===== config.mk =====
export PLATFORM = sky130hd
export DESIGN_NAME = crc4_frame_check
export DESIGN_NICKNAME = d
export VERILOG_FILES = /design/src/rtl/crc4_frame_check.sv
export SDC_FILE = /design/constraint.sdc
export NUM_CORES = 1
export LEC_CHECK = 0
export BUFFER_PORTS_ARGS = -buffer_cell sky130_fd_sc_hd__buf_2
export CAP_MARGIN = 5
export CELL_PAD_IN_SITES_DETAIL_PLACEMENT = 0
export CELL_PAD_IN_SITES_GLOBAL_PLACEMENT = 1
export CORE_MARGIN = 2
export CORE_UTILIZATION = 48
export CTS_CLUSTER_DIAMETER = 50
export DETAILED_ROUTE_END_ITERATION = 16
export PLACE_DENSITY_LB_ADDON = 0.1
export SLEW_MARGIN = 25
export SYNTH_ARGS = -nofsm -noshare
export SYNTH_HDL_FRONTEND = slang
export SYNTH_SLANG_ARGS = --single-unit
export TNS_END_PERCENT = 100

===== constraint.sdc =====
create_clock -name clk -period 2.9 [get_ports clk]
set_clock_uncertainty 0.1 [all_clocks]
set_input_delay 0.435 -clock clk [delete_from_list [all_inputs] [get_ports clk]]
set_output_delay 0.435 -clock clk [all_outputs]
set_load 0.02 [all_outputs]

===== src/rtl/crc4_frame_check.sv =====
`timescale 1ns/1ps
module crc4_frame_check #(
  parameter int BYTE_W = 8,
  parameter int CRC_W  = 4,
  parameter logic [CRC_W-1:0] POLY = 4'b1001
) (
  input  logic              clk,
  input  logic              rst_n,
  input  logic              bit_in,
  input  logic              bit_vld,
  input  logic              frame_end,
  output logic [BYTE_W-1:0] byte_out,
  output logic              byte_vld,
  output logic              result_vld,
  output logic              result_ok
);
  localparam int SR_W  = BYTE_W + CRC_W;
  localparam int CNT_W = $clog2(SR_W + 1);

  logic [CRC_W-1:0] rem_q, rem_d;
  logic [SR_W-1:0]  sr_q, sr_d;
  logic [CNT_W-1:0] cnt_q;
  logic             fb, full;

  assign fb    = bit_in ^ rem_q[CRC_W-1];
  assign rem_d = bit_vld ? ({rem_q[CRC_W-2:0], 1'b0} ^ (fb ? POLY : '0)) : rem_q;
  assign sr_d  = {sr_q[SR_W-2:0], bit_in};
  assign full  = bit_vld && (cnt_q == CNT_W'(SR_W - 1));

  always_ff @(posedge clk or negedge rst_n) begin
    if (!rst_n) begin
      rem_q      <= '0;
      sr_q       <= '0;
      cnt_q      <= '0;
      byte_out   <= '0;
      byte_vld   <= 1'b0;
      result_vld <= 1'b0;
      result_ok  <= 1'b0;
    end else begin
      byte_vld   <= full;
      result_vld <= frame_end;
      result_ok  <= frame_end && (rem_d == '0);
      rem_q      <= frame_end ? '0 : rem_d;
      if (full)
        byte_out <= sr_d[SR_W-1:CRC_W];
      if (bit_vld)
        sr_q <= sr_d;
      if (frame_end)
        cnt_q <= '0;
      else if (full)
        cnt_q <= CNT_W'(CRC_W);
      else if (bit_vld)
        cnt_q <= cnt_q + 1'b1;
    end
  end
endmodule


==> metrics.md <==
| Metric | Value |
|---|---|
| Post-CTS Setup Inserts | `0` |
| Worst slew margin | `57.1%` |
| Routed WL | `1780 um` |
| WS Path Type | `reg2reg` |
| Post-cts hold buffer count | `0` |
| DRT iter0 DRCs | `2` |
| CP arrival | `1.57 ns` |
| CP endpoint kind | `flop` |
| Die width | `54.4 um` |
| Most frequent cells in the layout | `dfrtp_1, mux2_2, buf_2` |
| Initial Utilization | `about half` |
| Outcome | `completed` |
| Clock root buffer | `clkbuf_4` |
| Initial antenna violation count | `0` |
| Met3 WL | `85 um` |
| H-tree depth | `2` |
| Peak Freq | `0.686 GHz` |
| Number of global-route vias before repair | `roughly 660` |
| Mapped Cells | `87` |
| Final hold violation count | `0` |
| Fin area | `1370 um2` |
| Mean Syn Cell Area | `14.0 um2` |
| Number of buffer and inverter stages on the critical path | `0` |
| CTS tree | `yes` |
| Routed wire per std cell | `13.1 um` |
| Drt drc | `0` |
| Crit-path cells | `ha_1, nand4b_4, mux2_2` |
| Cell Area, Synth | `between 1000 and 1500 um2` |
| # IOs | `16` |
| Max Root-Sink Buffers | `2` |
| Yosys cell types | `21` |
| Worst R2R Path Depth | `3` |
| Pleak | `roughly 0.7 nW` |
| Metal2 WL | `approximately 840 um` |
| Placed cell areas | `1310 um2` |
| DR pass1 iterations | `4` |
| Tmin final | `1.46 ns` |
| Worst Path Required | `approximately 3 ns` |
| CP max stage cell | `dfrtp_1` |
| DRT met1 WL | `809 um` |
| Layout cell share with drive strength beyond 1 | `about 40%` |
| Maximum VDD drop | `0.400 mV` |
| Core area | `2430 um2` |
| DP HPWL | `1160 um` |
| Yosys warns | `0` |
| RSZ-0062 raised after global routing | `false` |
| Tightest Pin Transition | `0.643 ns` |
| Worst R2R Setup Slack | `1.44 ns` |
| CTS Sinks | `30` |
| ANT cells | `0` |
| Die area | `2960 um2` |
| Pwr Total | `850 uW` |
| Max FO, Critical Path | `10` |
| Final Setup Violations | `0` |
| Row count | `18` |
| Post-Route Setup TNS | `0 ns` |
| Clk Latency, worst-skew pair | `0.32 ns` |
| Reg2reg end | `byte_out[7]` |
| First-pass GRT wire length | `3030 um` |
| Final period utilization | `about 50%` |
| CP startpoint kind | `flop` |
| Die height | `roughly 54 um` |
| Pin count of the biggest net entering global routing | `31` |
| CP max stage delay | `0.42 ns` |
| Vias | `a little under 700` |
| DR top layer | `met4` |
| Syn-to-layout area delta | `11.9%` |
| Synth Register Bits | `30` |
| Number of buffers created by CTS | `5` |
| Mapped Nets | `93` |
| Gp weighted congestion | `0.632` |
| Reg2reg start | `cnt_q[0]` |
| CP delay by family, top | `flip-flops` |
| IO Port Bufs | `15` |
| Min-Delay Path Class | `in2async` |
| Sequential fraction of the synthesis area | `61.5%` |
| Max-Cap Viols | `0` |
| Pwr dens | `623 nW/um2` |
| Max-slew violation total from the final report | `0` |
| Vias per cell | `5.08` |
| Resize count post-CTS | `0` |
| Total global routing overflow | `0` |
| Most common cell after layout, fill and taps aside | `dfrtp_1` |
| Post-route ant nets | `0` |
| Final net count | `about 110` |
| Clk slew on worst S/H paths | `0.09 ns` |
| GR Util All Layers | `about 15%` |
where the power goes:
group / internal [mW] / switching [mW]
Sequential: 0.473 / 0.0359
Combinational: 0.0504 / 0.0375
Clock: 0.117 / 0.136
Total: 0.640 / 0.210
cell usage after synthesis (all sizes together):
cell / count / area, um2
nand2: 3 / 11.3
dfrtp: 30 / 751
nor2: 6 / 22.5
nand3b: 1 / 7.51
and4b: 1 / 10.0
ha: 1 / 12.5
nand4b: 1 / 23.8
xor2: 2 / 17.5
mux2i: 3 / 30.0
xnor2: 2 / 17.5
clkbuf: 1 / 5.00
a31o: 1 / 8.76
a21oi: 3 / 15.0
a21boi: 1 / 7.51
a211oi: 1 / 7.51
nor4: 1 / 6.26
nand2b: 3 / 18.8
o21ai: 3 / 15.0
mux2: 18 / 203
buf: 3 / 22.5
inv: 2 / 7.51
cell families (layout without fill, tap and decap cells):
group | Yosys count | in the layout | synth area share (%)
flops | 30 | 30 | 61.5
buf+inv | 6 | 25 | 2.87
compound gates | 9 | 9 | 4.41
simple gates | 16 | 16 | 8.21
fa+ha+maj | 1 | 1 | 1.03
mux | 21 | 21 | 19.1
xor+xnor | 4 | 4 | 2.87
routing by layer:
layer  vias to the layer above  GRT usage [%]
met5                         -              0
met4                         0           8.75
met3                         5           8.20
met2                        15           23.3
met1                       333           17.5
li1                        338              -
stage by stage:
step	cells	setup slack (ns)	hold slack, ns	utilization (%)
floorplan	87	1.55	0.0394	-
global placement	128	1.20	0.371	53.7
detailed placement	128	1.18	0.350	53.7
CTS	136	1.43	0.0327	56.1
global route	136	1.37	0.0640	56.1
finish	136	1.44	0.0269	56.1
registers in the layout (all words and copies together) (netlist names):
signal	cells
byte_vld	1
result_ok	1
result_vld	1
sr_q	11
rem_q	4
cnt_q	4
byte_out	8
worst register-to-register path, delay by kind of cell, from the launching register on:
kind,cells,cell delay (ns)
muxes,1,0.36
adders and majority gates,1,0.26
and+or+nand+nor,1,0.19
DFF,1,0.42
area by class of cell:
type                       count  area, um2
multi-input combinational     51        434
timing repair buffer          15       75.1
tap                           30       37.5
clock buffer                   7       55.1
inverter                       2       7.51
sequential                    30        751
fill                         226       1070
clock inverter                 1       5.00
how the worst max path moves through the flow:
stage | from | to | slack (ns) | cells after the start
detailed placement | bit_vld | byte_out[1] | 1.18 | 3
global placement | bit_vld | byte_out[0] | 1.20 | 3
CTS | cnt_q[0] | byte_out[1] | 1.43 | 3
floorplan | cnt_q[0] | byte_out[0] | 1.55 | 3
global route | cnt_q[0] | byte_out[7] | 1.37 | 3
finish | cnt_q[0] | byte_out[7] | 1.44 | 3
Power figures use the tool's default switching activity.
